File: src/rtl/bhk_pkg.sv
package bhk_pkg;

   typedef enum logic {
      BUS_OWNED    = 1'b0,
      BUS_RELEASED = 1'b1
   } own_e;

   function automatic int unsigned cnt_width(input int unsigned depth);
      return $clog2(depth + 1);
   endfunction

endpackage

File: src/rtl/bhk_hold_sync.sv
module bhk_hold_sync #(
   parameter int unsigned STAGES = 0
) (
   input  logic clk,
   input  logic rst_n,
   input  logic hold_i,
   output logic hold_o
);

   generate
      if (STAGES > 4) begin : g_bad_stages
         $error("bhk_hold_sync: STAGES must be 0..4");
      end

      if (STAGES == 0) begin : g_direct
         assign hold_o = hold_i;
      end else begin : g_chain
         logic [STAGES-1:0] shreg;

         always_ff @(posedge clk or negedge rst_n) begin
            if (!rst_n) begin
               shreg <= '0;
            end else begin
               shreg[0] <= hold_i;
               for (int i = 1; i < int'(STAGES); i++) begin
                  shreg[i] <= shreg[i-1];
               end
            end
         end

         assign hold_o = shreg[STAGES-1];
      end
   endgenerate

endmodule

File: src/rtl/bhk_req_queue.sv
module bhk_req_queue #(
   parameter int unsigned DEPTH = 4,
   localparam int unsigned CW = bhk_pkg::cnt_width(DEPTH)
) (
   input  logic          clk,
   input  logic          rst_n,
   input  logic          push_i,
   input  logic          pop_i,
   output logic          pending_o,
   output logic [CW-1:0] count_o
);

   localparam logic [CW-1:0] LIMIT = CW'(DEPTH);

   generate
      if (DEPTH < 1) begin : g_bad_depth
         $error("bhk_req_queue: DEPTH must be at least 1");
      end
   endgenerate

   logic [CW-1:0] cnt_q;
   logic [CW-1:0] cnt_d;
   logic          full;
   logic          accept;

   assign full   = (cnt_q == LIMIT);
   assign accept = push_i && (!full || pop_i);

   always_comb begin
      cnt_d = cnt_q;
      unique case ({accept, pop_i})
         2'b10:   cnt_d = cnt_q + CW'(1);
         2'b01:   cnt_d = cnt_q - CW'(1);
         default: cnt_d = cnt_q;
      endcase
   end

   always_ff @(posedge clk or negedge rst_n) begin
      if (!rst_n) begin
         cnt_q <= '0;
      end else begin
         cnt_q <= cnt_d;
      end
   end

   assign pending_o = (cnt_q != '0);
   assign count_o   = cnt_q;

   // the pending count never passes the configured depth
   p_cap_r9: assert property (@(posedge clk) disable iff (!rst_n)
      cnt_q <= LIMIT);

   // a start only takes an entry that exists
   p_pop_pending_r10: assert property (@(posedge clk) disable iff (!rst_n)
      pop_i |-> (cnt_q != '0));

   // each start without a push removes exactly one entry
   p_pop_one_r10: assert property (@(posedge clk) disable iff (!rst_n)
      (pop_i && !push_i) |=> (cnt_q == $past(cnt_q) - CW'(1)));

endmodule

File: src/rtl/bhk_hold_fsm.sv
module bhk_hold_fsm (
   input  logic clk,
   input  logic rst_n,
   input  logic hold_i,
   input  logic cyc_busy_i,
   input  logic burst_busy_i,
   input  logic lock_seq_i,
   input  logic start_i,
   output logic ack_o,
   output logic release_next_o
);
   import bhk_pkg::*;

   own_e state_q;
   own_e state_d;
   logic quiet;

   assign quiet = !cyc_busy_i && !burst_busy_i && !lock_seq_i && !start_i;

   always_comb begin
      state_d = state_q;
      unique case (state_q)
         BUS_OWNED: begin
            if (hold_i && quiet) begin
               state_d = BUS_RELEASED;
            end
         end
         BUS_RELEASED: begin
            if (!hold_i) begin
               state_d = BUS_OWNED;
            end
         end
         default: state_d = BUS_OWNED;
      endcase
   end

   always_ff @(posedge clk or negedge rst_n) begin
      if (!rst_n) begin
         state_q <= BUS_OWNED;
      end else begin
         state_q <= state_d;
      end
   end

   assign ack_o          = (state_q == BUS_RELEASED);
   assign release_next_o = (state_d == BUS_RELEASED);

   // the bus is handed over only once every transaction kind has ended
   p_grant_quiet_r2: assert property (@(posedge clk) disable iff (!rst_n)
      $rose(ack_o) |-> $past(hold_i && !cyc_busy_i && !burst_busy_i && !lock_seq_i));

   // the bus stays released while the request persists
   p_keep_r4: assert property (@(posedge clk) disable iff (!rst_n)
      (ack_o && hold_i) |=> ack_o);

   // dropping the request returns the bus on the next clock
   p_return_r5: assert property (@(posedge clk) disable iff (!rst_n)
      (ack_o && !hold_i) |=> !ack_o);

endmodule

File: src/rtl/bhk_pin_ctl.sv
module bhk_pin_ctl (
   input  logic clk,
   input  logic rst_n,
   input  logic release_next_i,
   output logic float_o
);

   logic float_q;

   always_ff @(posedge clk or negedge rst_n) begin
      if (!rst_n) begin
         float_q <= 1'b0;
      end else begin
         float_q <= release_next_i;
      end
   end

   assign float_o = float_q;

endmodule

File: src/rtl/bus_hold_ctrl.sv
module bus_hold_ctrl #(
   parameter int unsigned DEPTH       = 4,
   parameter int unsigned SYNC_STAGES = 0
) (
   input  logic clk,
   input  logic rst_n,
   input  logic hold_req_i,
   input  logic cyc_busy_i,
   input  logic burst_busy_i,
   input  logic lock_seq_i,
   input  logic req_push_i,
   output logic cyc_start_o,
   output logic bus_req_o,
   output logic hold_ack_o,
   output logic pin_float_o
);

   localparam int unsigned CW = bhk_pkg::cnt_width(DEPTH);

   logic          hold_s;
   logic          ack;
   logic          release_next;
   logic          pending;
   logic          start;
   logic          bus_idle;
   logic          hold_blocks;
   logic [CW-1:0] pend_cnt;

   bhk_hold_sync #(.STAGES(SYNC_STAGES)) u_sync (
      .clk    (clk),
      .rst_n  (rst_n),
      .hold_i (hold_req_i),
      .hold_o (hold_s)
   );

   assign bus_idle    = !cyc_busy_i && !burst_busy_i;
   assign hold_blocks = hold_s && !lock_seq_i;
   assign start       = !ack && pending && bus_idle && !hold_blocks;

   bhk_req_queue #(.DEPTH(DEPTH)) u_queue (
      .clk       (clk),
      .rst_n     (rst_n),
      .push_i    (req_push_i),
      .pop_i     (start),
      .pending_o (pending),
      .count_o   (pend_cnt)
   );

   bhk_hold_fsm u_fsm (
      .clk            (clk),
      .rst_n          (rst_n),
      .hold_i         (hold_s),
      .cyc_busy_i     (cyc_busy_i),
      .burst_busy_i   (burst_busy_i),
      .lock_seq_i     (lock_seq_i),
      .start_i        (start),
      .ack_o          (ack),
      .release_next_o (release_next)
   );

   bhk_pin_ctl u_pins (
      .clk            (clk),
      .rst_n          (rst_n),
      .release_next_i (release_next),
      .float_o        (pin_float_o)
   );

   assign cyc_start_o = start;
   assign bus_req_o   = pending;
   assign hold_ack_o  = ack;

   // acknowledge and pin float come from separate registers and must agree
   p_ack_float_r3: assert property (@(posedge clk) disable iff (!rst_n)
      hold_ack_o == pin_float_o);

   // nothing is launched while another master owns the bus
   p_no_start_held_r7: assert property (@(posedge clk) disable iff (!rst_n)
      hold_ack_o |-> !cyc_start_o);

   // a pending hold outside a locked sequence stops new starts
   p_hold_drain_r8: assert property (@(posedge clk) disable iff (!rst_n)
      (hold_s && !lock_seq_i) |-> !cyc_start_o);

   // the request indication tracks the pending count
   p_breq_r6: assert property (@(posedge clk) disable iff (!rst_n)
      bus_req_o == (pend_cnt != '0));

endmodule

File: config.mk
export PLATFORM = sky130hd
export DESIGN_NAME = bus_hold_ctrl
export DESIGN_NICKNAME = d
export VERILOG_FILES = /design/src/rtl/bhk_pkg.sv /design/src/rtl/bhk_hold_sync.sv /design/src/rtl/bhk_req_queue.sv /design/src/rtl/bhk_hold_fsm.sv /design/src/rtl/bhk_pin_ctl.sv /design/src/rtl/bus_hold_ctrl.sv
export SDC_FILE = /design/constraint.sdc
export NUM_CORES = 1
export LEC_CHECK = 0
export ABC_AREA = 0
export ABC_CLOCK_PERIOD_IN_PS = 6800
export CAP_MARGIN = 15
export CORE_AREA = 8 8 45 47
export CTS_CLUSTER_DIAMETER = 50
export DETAILED_ROUTE_END_ITERATION = 10
export DIE_AREA = 0 0 53 55
export DONT_BUFFER_PORTS = 1
export GPL_TIMING_DRIVEN = 0
export PLACE_DENSITY_LB_ADDON = 0.3
export SYNTH_ARGS = -nofsm -noshare
export SYNTH_HDL_FRONTEND = slang
export SYNTH_HIERARCHICAL = 1
export SYNTH_SLANG_ARGS = --single-unit
File: constraint.sdc
create_clock -name clk -period 6.8 [get_ports clk]
set_clock_uncertainty 0.15 [all_clocks]
set_input_delay 0.68 -clock clk [delete_from_list [all_inputs] [get_ports clk]]
set_output_delay 0.68 -clock clk [all_outputs]
set_load 0.02 [all_outputs]
After elaboration in Yosys (flattened, before gate mapping) --
Cells that the tools add are included.
Cells by class: $add $sub $neg 2, multiply operators 0, divide/modulo/power cells 0, $lt $le $gt $ge 0, eq/ne operators 3, shifts and indexed selects 0, multiplexer cells 4, bitwise logic cells 1, reductions and logical operators 19
Operator list (number):
- logical AND 1 bit | 9
- zero test 1 bit | 7
- one-hot mux 3 bit (2 select lines) | 1
- adder 3 x 1 -> 3 bit (second input constant) | 1
- equality test 3 bit (second input constant) | 1
- nonzero test 3 bit | 1
- subtractor 3 x 1 -> 3 bit (second input constant) | 1
- equality test 2 x 1 -> 1 bit (second input constant) | 1
- equality test 2 bit (second input constant) | 1
- 2-to-1 mux 1 bit | 2
- one-hot mux 1 bit (2 select lines) | 1
- nonzero test 2 bit | 1
- logical OR 1 bit | 1
- inverter 1 bit | 1
Word-level totals: bits in registers 4, bits in latches 0, bits in writable memories 0, memory bits (read-only) 0, input bits 7, output and inout port bits 4, word-level logic and storage cells 31, memories 0

Longest topological paths before layout --
Gate-level depths: netlist (run 1).
depth after elaboration 9, gate-level depth with buffers 10, gate-level depth less buffers 10

Modules after synthesis --
The synthesis (run 1) kept the hierarchy.
By module, submodules not included:
- bhk_req_queue | times used 1, cells an instance 22, area each 202.7 um2, seq. area each 75.1 um2
- bhk_hold_fsm | times used 1, cells an instance 3, area each 38.8 um2, seq. area each 25.0 um2
- bhk_pin_ctl | times used 1, cells an instance 1, area each 25.0 um2, seq. area each 25.0 um2
- bus_hold_ctrl | times used 1, cells an instance 3, area each 18.8 um2, seq. area each 0.0 um2
- bhk_hold_sync | times used 1, cells an instance 1, area each 7.5 um2, seq. area each 0.0 um2

Worst setup path before layout (run 1) --
Ideal clock, no wire load.
path type input to register, start point in burst_busy_i, end point reg u_queue.cnt_q[2], in the netlist u_queue/count_o[2], setup time 128 ps, arrival 2648 ps, data required time 6522 ps, slack 3874 ps, cell stages on the path 8, buffers on the path 0, cell sequence or4b_1 > a21oi_1 > and2b_4 > inv_1 > fa_1 > inv_1 > mux2i_1 > o22ai_1
Between the ends: cells in the longest elaborated chain, start to end 8, elaborated cells on any way between the ends 10, those cells by class eq/ne (2); mux (1); reduce/logical (7)
RTL lines:
- start: declaration | line bus_hold_ctrl.sv:9 | input logic burst_busy_i,
- zero test 1 bit * | line bus_hold_ctrl.sv:36 | assign bus_idle = !cyc_busy_i && !burst_busy_i;
- logical AND 1 bit * | line bus_hold_ctrl.sv:36
- logical AND 1 bit * (2 in a row) | line bus_hold_ctrl.sv:38 | assign start = !ack && pending && bus_idle && !hold_blocks;
- via cyc_start_o | line bus_hold_ctrl.sv:12 | output logic cyc_start_o,
- logical OR 1 bit | line bhk_req_queue.sv:27 | assign accept = push_i && (!full || pop_i);
- logical AND 1 bit | line bhk_req_queue.sv:27
- equality test 2 x 1 -> 1 bit / equality test 2 bit (equally long branches) | line bhk_req_queue.sv:31 | unique case ({accept, pop_i})
- one-hot mux 3 bit (2 select lines) / nonzero test 2 bit (equally long branches)
- end signal: assignment | line bhk_req_queue.sv:42 | cnt_q <= cnt_d;
- end: declaration | line bhk_req_queue.sv:21 | logic [CW-1:0] cnt_q;
The timed path passes the listed nets; every way through them passes the cells marked *. A chain may end at the register's enable or synchronous reset.

Final worst setup path (run 1) --
start point reg u_queue.cnt_q[0], in the netlist u_queue/count_o[0], end point reg u_queue.cnt_q[2], in the netlist u_queue/count_o[2]
Between the ends: cells in the longest elaborated chain, start to end 8, elaborated cells on any way between the ends 14, those cells by class add/sub (2); eq/ne (3); mux (1); reduce/logical (8)
RTL lines:
- nonzero test 3 bit * | line bhk_req_queue.sv:46 | assign pending_o = (cnt_q != '0);
- via bus_req_o | line bus_hold_ctrl.sv:13 | output logic bus_req_o,
- logical AND 1 bit * (3 in a row) | line bus_hold_ctrl.sv:38
- via cyc_start_o | line bus_hold_ctrl.sv:12
- logical OR 1 bit | line bhk_req_queue.sv:27
- logical AND 1 bit | line bhk_req_queue.sv:27
- equality test 2 x 1 -> 1 bit / equality test 2 bit (equally long branches) | line bhk_req_queue.sv:31
- one-hot mux 3 bit (2 select lines) / nonzero test 2 bit (equally long branches)
Marks and branches as above.

==> flow_summary.toml, run 1 <==
[sta]
setup_viol = 0
post-route-min-period_ps = 3110
worstMarginPinSlew_ps = 655
final-hold-violation-count = 0
fmax_mhz = 321
slew-limit-headroom_pct = 56.3
totalNegativeSetupSlack_ps = 0
hold_ws_ps = 330
rsz0062_at_grt = "no"
min_period_over_period_pct = 45.8
drv_slew = 0

[drt]
wl_per_cell_um = 13.1
drt_iter0_markers = 7
drc = 0
post_drt_via_cell_ratio = 4.90
wl_um = 666
dr.pass1.iters = 2
ant_nets = 0
vias = 250

[pwr]
switching_power_uw = 50.4
leakage_nw = 0.167
pwr-share-comb_pct = 36.2
clock_power_share_pct = 26.2
seq_power_share_pct = 37.6
switching_share_pct = 38.3
p_int_uw = 81.4
total_power_uw = 132
power.density_nw_per_um2 = 378
vdd_drop_max_mv = 0.0752

[yosys]
syn_area_sq_um = 293
syn-num-nets = 38
synth-edff-count = 0
synth_top_area_share_pct = 42.7
synthTopCellsByCount = "6 x inv_1, 5 x dfrtp_1, 3 x o21ai_0"
synth.avg_cell_area_sq_um = 9.76
ys_ff_latch = 5
async_flop_share_pct = 100
yosys_warnings = 6
ys_types = 19
ys_seq_area_share_pct = 42.7
synth_top_cell_by_area = "dfrtp_1"
synth_ff_type = "dfrtp_1"
synth_area_leaders = "dfrtp_1 43%, inv_1 7.7%, fa_1 6.8%, o21ai_0 5.1%, and2b_4 3.4%"
yosysMostFrequentCell = "inv_1"
synth_cells = 30

[clock_network]
cts-buffers-inserted = 3
cts_tree = "yes"
clk_pin_slew_ps = 40
cts_resized = 0
worstSkewPairLatency_ps = 240
cts_sinks = 5
root_buffer = "clkbuf_4"
cts_setup_buffers = 0
clock_path_buffers = 2
htree_levels = 1

[global_routing]
grt_usage_pct = 5.49
grt_pass1_wl_mm = 1.08
grt_pass1_vias = 252
antenna_found_initial = 0
grt_max_degree = 6
grt_remaining_overflow = 0

[floorplan]
die_y_um = 55
dieArea_sq_um = 2920
row_count = 14
initial_core_util_pct = 21.2
coreArea_sq_um = 1380
die_w_um = 53
ios = 11

[placed_design]
hpwlAfterDp_um = 554
placement.io_buffers = 0
place.gp.congestion = 0.658

[cells_and_area]
syn_to_final_growth_pct = 19.2
fillers = 159
multiInputGateArea_sq_um = 138
fin_nets = 44
drive_gt1_share_pct = 14.3
seq_area_sq_um = 125
diodes = 0

[setup_path]
worstSetupPathType = "reg -> reg"
required_ps = 6770
cp-end-kind = "flip-flop"
reg2reg_from = "u_queue/count_o[0]"
crit_start = "u_queue/count_o[0]"
cp.arrival_ps = 3080
worst-path-max-fanout = 5
critPathLaunchType = "flip-flop"

[run_status]
status = "complete, no violations"

[min_path]
hold_start = "u_queue/count_o[2]"
hold_path_class = "reg -> reg"

[run]
maxCapViolCount = 0
[layer usage]
metal | track usage [%] | wire (um)
met1 | 3.69 | 190
met2 | 9.18 | 369
met3 | 4.55 | 93
met4 | 5.17 | 12
met5 | 0 | 0
[layout make-up]
class / count / share of cell area (%)
buffer: 1 / 2.15
tap: 16 / 5.73
inverter: 6 / 6.45
multi-input combinational: 18 / 39.4
sequential: 5 / 35.8
clock buffer: 4 / 7.53
timing repair buffer: 1 / 2.87
[layout by cell type, fill, tap and decap left out, drive strengths merged]
cell type,count
a21oi,1
a22oi,1
a32oi,1
and2b,1
buf,1
clkbuf,4
dfrtp,5
dlygate4sd3,1
fa,1
inv,6
mux2i,1
nand3,1
nor2,1
nor2b,1
nor4,1
o211a,1
o21a,1
o21ai,3
o22ai,1
or2,1
or4b,1
[flip-flops by register name (all words and copies together), names as in the netlist]
register	cells
u_pins/float_o	1
u_queue/count_o	3
u_fsm/ack_o	1
[power by group through the flow]
stage	Combinational, mW	Clock [mW]	Sequential, mW
after detailed placement	0.0473	0	0.0501
after floorplan	0.0400	0	0.0474
after global routing	0.0558	0.0403	0.0509
after CTS	0.0490	0.0368	0.0496
final	0.0478	0.0345	0.0496
after global placement	0.0461	0	0.0503
[logic make-up (layout without fill, tap and decap cells)]
logic type	count (synthesis)	after routing	synth area share, %
mux	1	1	3.42
fa+ha+maj	1	1	6.84
flops	5	5	42.7
buf+inv	7	12	10.3
simple gates	7	7	16.2
compound gates	9	9	20.5
[path summary, 6_finish.rpt]
path                                       to  slack, ps  depth (start not counted)
max                        u_queue/count_o[2]       3690                         10
min                        u_queue/count_o[2]        330                          1
max reg2reg                u_queue/count_o[2]       3690                         10
min reg2reg                u_queue/count_o[2]        330                          1
max in group asynchronous  u_queue/count_o[0]       5740                          1
min in group asynchronous  u_queue/count_o[1]        570                          1
[metrics by stage]
step | worst slack (ps) | std cells | utilization (%) | area [sq um]
3_5_place_dp | 3650 | 46 | 22.6 | 313
5_1_grt | 3460 | 51 | 25.2 | 349
4_1_cts | 3640 | 51 | 25.2 | 349
6_report | 3690 | 51 | 25.2 | 349
3_3_place_gp | 3720 | 46 | 22.6 | 313
2_1_floorplan | 3870 | 30 | - | 293
[timing repair]
item                       in CTS  in global routing
setup endpoints to repair       0                  0
hold buffers                    1                  0
hold endpoints to repair        5                  0
[critical path, cell delays in order, from the launching register on]
cell and delay [ps]:
dfrtp_1 390, inv_1 90, nand3_1 230, or4b_1 470, a21oi_1 530, and2b_4 280
inv_1 70, fa_1 350, inv_1 110, mux2i_1 200, o22ai_1 100
Note: power is estimated with default switching activity, not from simulation.
==> run 2: changes to the inputs <==
ABC_AREA = 1   (was 0)
ABC_CLOCK_PERIOD_IN_PS = 3050   (was 6800)
clock period = 3.05 ns   (was 6.8 ns; I/O delays follow)
==> flow_summary.toml, run 2 <==
[setup_path]
required_ps = 3030
cp.buffers_inverters = 2
crit_chain = "inv_1 -> nand2_1 -> nand2_1 -> nor2_2 -> nand2_2 -> fa_1 -> inv_1 -> nand3_1 -> nand3_1 -> nand2_1"
cp-end-kind = "flip-flop"
crit_path_frequent_cell = "nand2_1"
critPathLaunchType = "flip-flop"
slowest_stage = "nor2_2"
worstSetupPathType = "reg -> reg"
critPathTopFamily = "simple AND/OR/NAND/NOR gates"
cpPeakStageDelay_ps = 410
cp.arrival_ps = 2250
worst-path-max-fanout = 5

[yosys]
syn_area_sq_um = 329
yosysMostFrequentCell = "nand2_1"
synth_ff_type = "dfrtp_1"
synth_top_area_share_pct = 38.0
synth_cells = 44
ys_seq_area_share_pct = 38.0
async_flop_share_pct = 100
synth.avg_cell_area_sq_um = 7.48
yosys_warnings = 6
synth-edff-count = 0
synthTopCellsByCount = "11 x nand2_1, 10 x inv_1, 5 x dfrtp_1"
ys_types = 12
synth_top_cell_by_area = "dfrtp_1"
syn-num-nets = 52
ys_ff_latch = 5
synth_area_leaders = "dfrtp_1 38%, nand2_1 13%, inv_1 11%, nand2_2 7.6%, fa_1 6.1%"

[cells_and_area]
final_common_cell = "nand2_1"
drive_gt1_share_pct = 26.5
diodes = 0
final_cell_mix = "11 x nand2_1, 10 x inv_1, 5 x dfrtp_1"
fin_nets = 58
final_util_pct = 27.8
fin_area_sq_um = 385
fin_cells = 65
largest_register_ffs = 3
syn_to_final_growth_pct = 17.1

[clock_network]
cts_resized = 0
cts_tree = "yes"
worstSkewPairLatency_ps = 240
cts-buffers-inserted = 3
cts_sinks = 5
clk_pin_slew_ps = 40
clock_path_buffers = 2
htree_levels = 1
root_buffer = "clkbuf_4"

[placed_design]
hpwlAfterDp_um = 527
place.gp.congestion = 0.611
dpl_cell_area_sq_um = 349
dp_slack_ps = 762
placed_cells = 60
placement.io_buffers = 0

[sta]
min_period_over_period_pct = 74.3
totalNegativeSetupSlack_ps = 0
hold_ws_ps = 86.2
finalWorstSetupSlack_ps = 784
drv_slew = 0
fmax_mhz = 441
post-route-min-period_ps = 2270
worstMarginPinSlew_ps = 492
setup_viol = 0
slew-limit-headroom_pct = 67.2
final-hold-violation-count = 0
rsz0062_at_grt = "no"

[floorplan]
dieArea_sq_um = 2920
initial_core_util_pct = 23.8
die_w_um = 53
coreArea_sq_um = 1380
ios = 11
row_count = 14
die_y_um = 55

[drt]
drc = 0
wl_per_cell_um = 9.82
vias = 254
drt_iter0_markers = 8
dr.pass1.iters = 2
wl_um = 638
post_drt_via_cell_ratio = 3.91
ant_nets = 0

[pwr]
total_power_uw = 317
vdd_drop_max_mv = 0.251
power.density_nw_per_um2 = 822
leakage_nw = 0.210

[global_routing]
grt_max_degree = 6
grt_pass1_vias = 270
grt_pass1_wl_mm = 1.15
grt_usage_pct = 5.60
grt_remaining_overflow = 0
antenna_found_initial = 0

[run_status]
status = "complete, no violations"

[run]
maxCapViolCount = 0

[min_path]
hold_path_class = "in -> reg"
==> run 2: per-layer routing <==
metal,vias to the layer above,GRT usage [%],share of wire [%]
li1,139,-,-
met1,102,6.62,44
met2,10,6.84,42
met3,3,3.21,10
met4,0,5.17,3.8
met5,-,0,0
==> run 2: report_power, final <==
part / internal [mW] / switching [mW] / total [mW]
clock: 0.0495 / 0.0274 / 0.0769
sequential: 0.0886 / 0.0189 / 0.107
combinational: 0.0464 / 0.0860 / 0.132
total: 0.185 / 0.132 / 0.317
==> run 2: worst min-delay path, stage by stage <==
cell,delay [ps]
nor2_1,20
nand2_1,60
a21oi_2,50
==> run 2: path summary, 6_finish.rpt <==
path / slack, ps / depth (start not counted) / start / endpoint
worst max-delay path: 780 / 10 / u_queue/count_o[2] / u_queue/count_o[2]
worst min-delay path: 90 / 3 / burst_busy_i / u_fsm/ack_o
worst max register to register: 780 / 10 / u_queue/count_o[2] / u_queue/count_o[2]
worst min register to register: 400 / 2 / u_queue/count_o[2] / u_queue/count_o[2]
max in group asynchronous: 2360 / 1 / rst_n / u_pins/float_o
min in group asynchronous: 200 / 1 / rst_n / u_queue/count_o[0]
==> run 2: final cells by class <==
type / count / area [sq um]
repair buffers: 1 / 10.0
plain buffers: 1 / 7.51
multi-input cells: 28 / 159
flip-flops and latches: 5 / 125
clock buffers: 4 / 26.3
well taps: 16 / 20.0
inverters: 10 / 37.5
fillers: 154 / 998
==> run 2: logic make-up (layout without fill, tap and decap cells) <==
group | count (synthesis) | after routing | synth area share (%)
compound gates | 2 | 2 | 5.32
fa+ha+maj | 1 | 1 | 6.08
buf+inv | 11 | 16 | 13.7
flops | 5 | 5 | 38.0
simple gates | 25 | 25 | 36.9
==> run 2: what timing repair did <==
action,CTS,global route
hold buffers,1,0
hold endpoints to repair,5,0
setup endpoints to repair,0,0
setup buffers,0,0
==> run 3: changes to the inputs <==
ABC_CLOCK_PERIOD_IN_PS = 1950   (was 3050)
clock period = 1.95 ns   (was 3.05 ns; I/O delays follow)
==> flow_summary.toml, run 3 (synthesis gave the netlist of run 2 again) <==
[sta]
min_period_over_period_pct = 100
fmax_mhz = 513
post-route-min-period_ps = 1950
slew-limit-headroom_pct = 80.2
worstMarginPinSlew_ps = 296
final-hold-violation-count = 0
setup_viol = 1
rsz0062_at_grt = "yes"
totalNegativeSetupSlack_ps = -0.513
drv_slew = 0
finalWorstSetupSlack_ps = -0.513

[setup_path]
worstSetupPathType = "reg -> reg"
crit_chain = "nor2_2 -> nand2_2 -> nor2_4 -> nand2_2 -> fa_2 -> inv_2 -> nand2_2 -> o21ai_2"
critPathLaunchType = "flip-flop"
slowest_stage = "fa_2"
reg2reg_from = "u_fsm/ack_o"
worstRegToRegCells = 8
crit_path_frequent_cell = "nand2_2"
worst-path-max-fanout = 5
critPathTopFamily = "simple AND/OR/NAND/NOR gates"
cp.buffers_inverters = 1
cp.arrival_ps = 1930
cp-end-kind = "flip-flop"
cpPeakStageDelay_ps = 540
r2r-end = "u_queue/count_o[1]"
required_ps = 1930
reg2reg_slack_ps = -0.5
crit_start = "u_fsm/ack_o"

[clock_network]
cts_sinks = 5
htree_levels = 1
root_buffer = "clkbuf_4"
worstSkewPairLatency_ps = 240
clock_path_buffers = 2
cts-buffers-inserted = 3
clk_pin_slew_ps = 40
cts_tree = "yes"

[floorplan]
die_y_um = 55
coreArea_sq_um = 1380
initial_core_util_pct = 23.8
ios = 11
dieArea_sq_um = 2920
die_w_um = 53
row_count = 14

[cells_and_area]
syn_to_final_growth_pct = 40.3
final_common_cell = "inv_1"
diodes = 0
drive_gt1_share_pct = 46.3
largest_register_ffs = 3
final_cell_mix = "8 x inv_1, 7 x nand2_2, 7 x nand2_1"
fin_area_sq_um = 462
fillers = 148
fin_nets = 63

[drt]
wl_per_cell_um = 9.93
drc = 0
drt_iter0_markers = 5
ant_nets = 0
vias = 277
dr.pass1.iters = 2
wl_um = 695
post_drt_via_cell_ratio = 3.96

[min_path]
hold_depth = 3
hold_path_class = "in -> reg"
hold_start = "hold_req_i"
min_to = "u_fsm/ack_o"

[global_routing]
antenna_found_initial = 0
grt_usage_pct = 5.38
grt_pass1_vias = 262
grt_pass1_wl_mm = 1.10
grt_max_degree = 6
grt_remaining_overflow = 0

[run_status]
status = "complete, but fails checks"
violations = "negative setup slack"

[run]
maxCapViolCount = 0

[pwr]
leakage_nw = 0.235
vdd_drop_max_mv = 0.488
power.density_nw_per_um2 = 1250

[placed_design]
hpwlAfterDp_um = 517
dpl_cell_area_sq_um = 354
place.gp.congestion = 0.616
placement.io_buffers = 0
==> run 3: worst min-delay path: stages <==
cell and delay (ps):
buf_4 110, inv_1 60, a21oi_2 40
==> run 3: cell type report <==
cell class | count | area [sq um] | area share, %
multi-input combinational | 28 | 189 | 40.9
clock buffer | 4 | 26.3 | 5.69
tap | 16 | 20.0 | 4.34
timing repair buffer | 6 | 55.1 | 11.9
sequential | 5 | 126 | 27.4
inverter | 10 | 37.5 | 8.13
buffer | 1 | 7.51 | 1.63
==> run 3: layer usage <==
metal  track usage (%)  share of wire [%]  up-vias  routed length, um
met4              1.29                  0        0                  0
met5                 0                  0        -                  0
met3              4.55                 11        0                 73
met2              7.42                 46        9                320
met1              6.15                 43      120                301
li1                  -                  -      148                  -
==> run 3: timing repair <==
| item | in CTS | in global routing |
|---|---|---|
| hold buffers | 4 | 0 |
| pin swaps | 5 | 2 |
| hold endpoints to repair | 7 | 0 |
| setup buffers | 2 | 0 |
| endpoints found under the setup margin | 2 | 2 |
| gates resized for setup | 6 | 5 |
==> run 3: through the flow <==
step | utilization (%) | cells | setup slack [ps] | total power [mW] | hold slack, ps
after floorplan | - | 44 | 4.97 | 0.350 | -251
after global placement | 25.6 | 60 | -156 | 0.383 | -250
after detailed placement | 25.6 | 60 | -161 | 0.383 | -250
after CTS | 32.5 | 70 | -18.6 | 0.562 | 41.3
after global routing | 33.4 | 70 | -95.7 | 0.635 | 57.1
final | 33.4 | 70 | -0.513 | 0.579 | 51.0
==> run 3: worst max-delay path by stage <==
stage | endpoint | slack (ps) | cells past startpoint
2_1_floorplan | u_queue/count_o[2] | 5 | 10
3_3_place_gp | u_queue/count_o[2] | -160 | 10
3_5_place_dp | u_queue/count_o[2] | -160 | 10
4_1_cts | u_queue/count_o[1] | -20 | 8
5_1_grt | u_queue/count_o[1] | -100 | 8
6_report | u_queue/count_o[1] | -0.5 | 8
==> run 3: report_power, final <==
group	total, mW	switching (mW)	internal (mW)
Clock	0.122	0.0441	0.0775
Sequential	0.170	0.0312	0.139
Combinational	0.288	0.175	0.113
Total	0.579	0.250	0.329
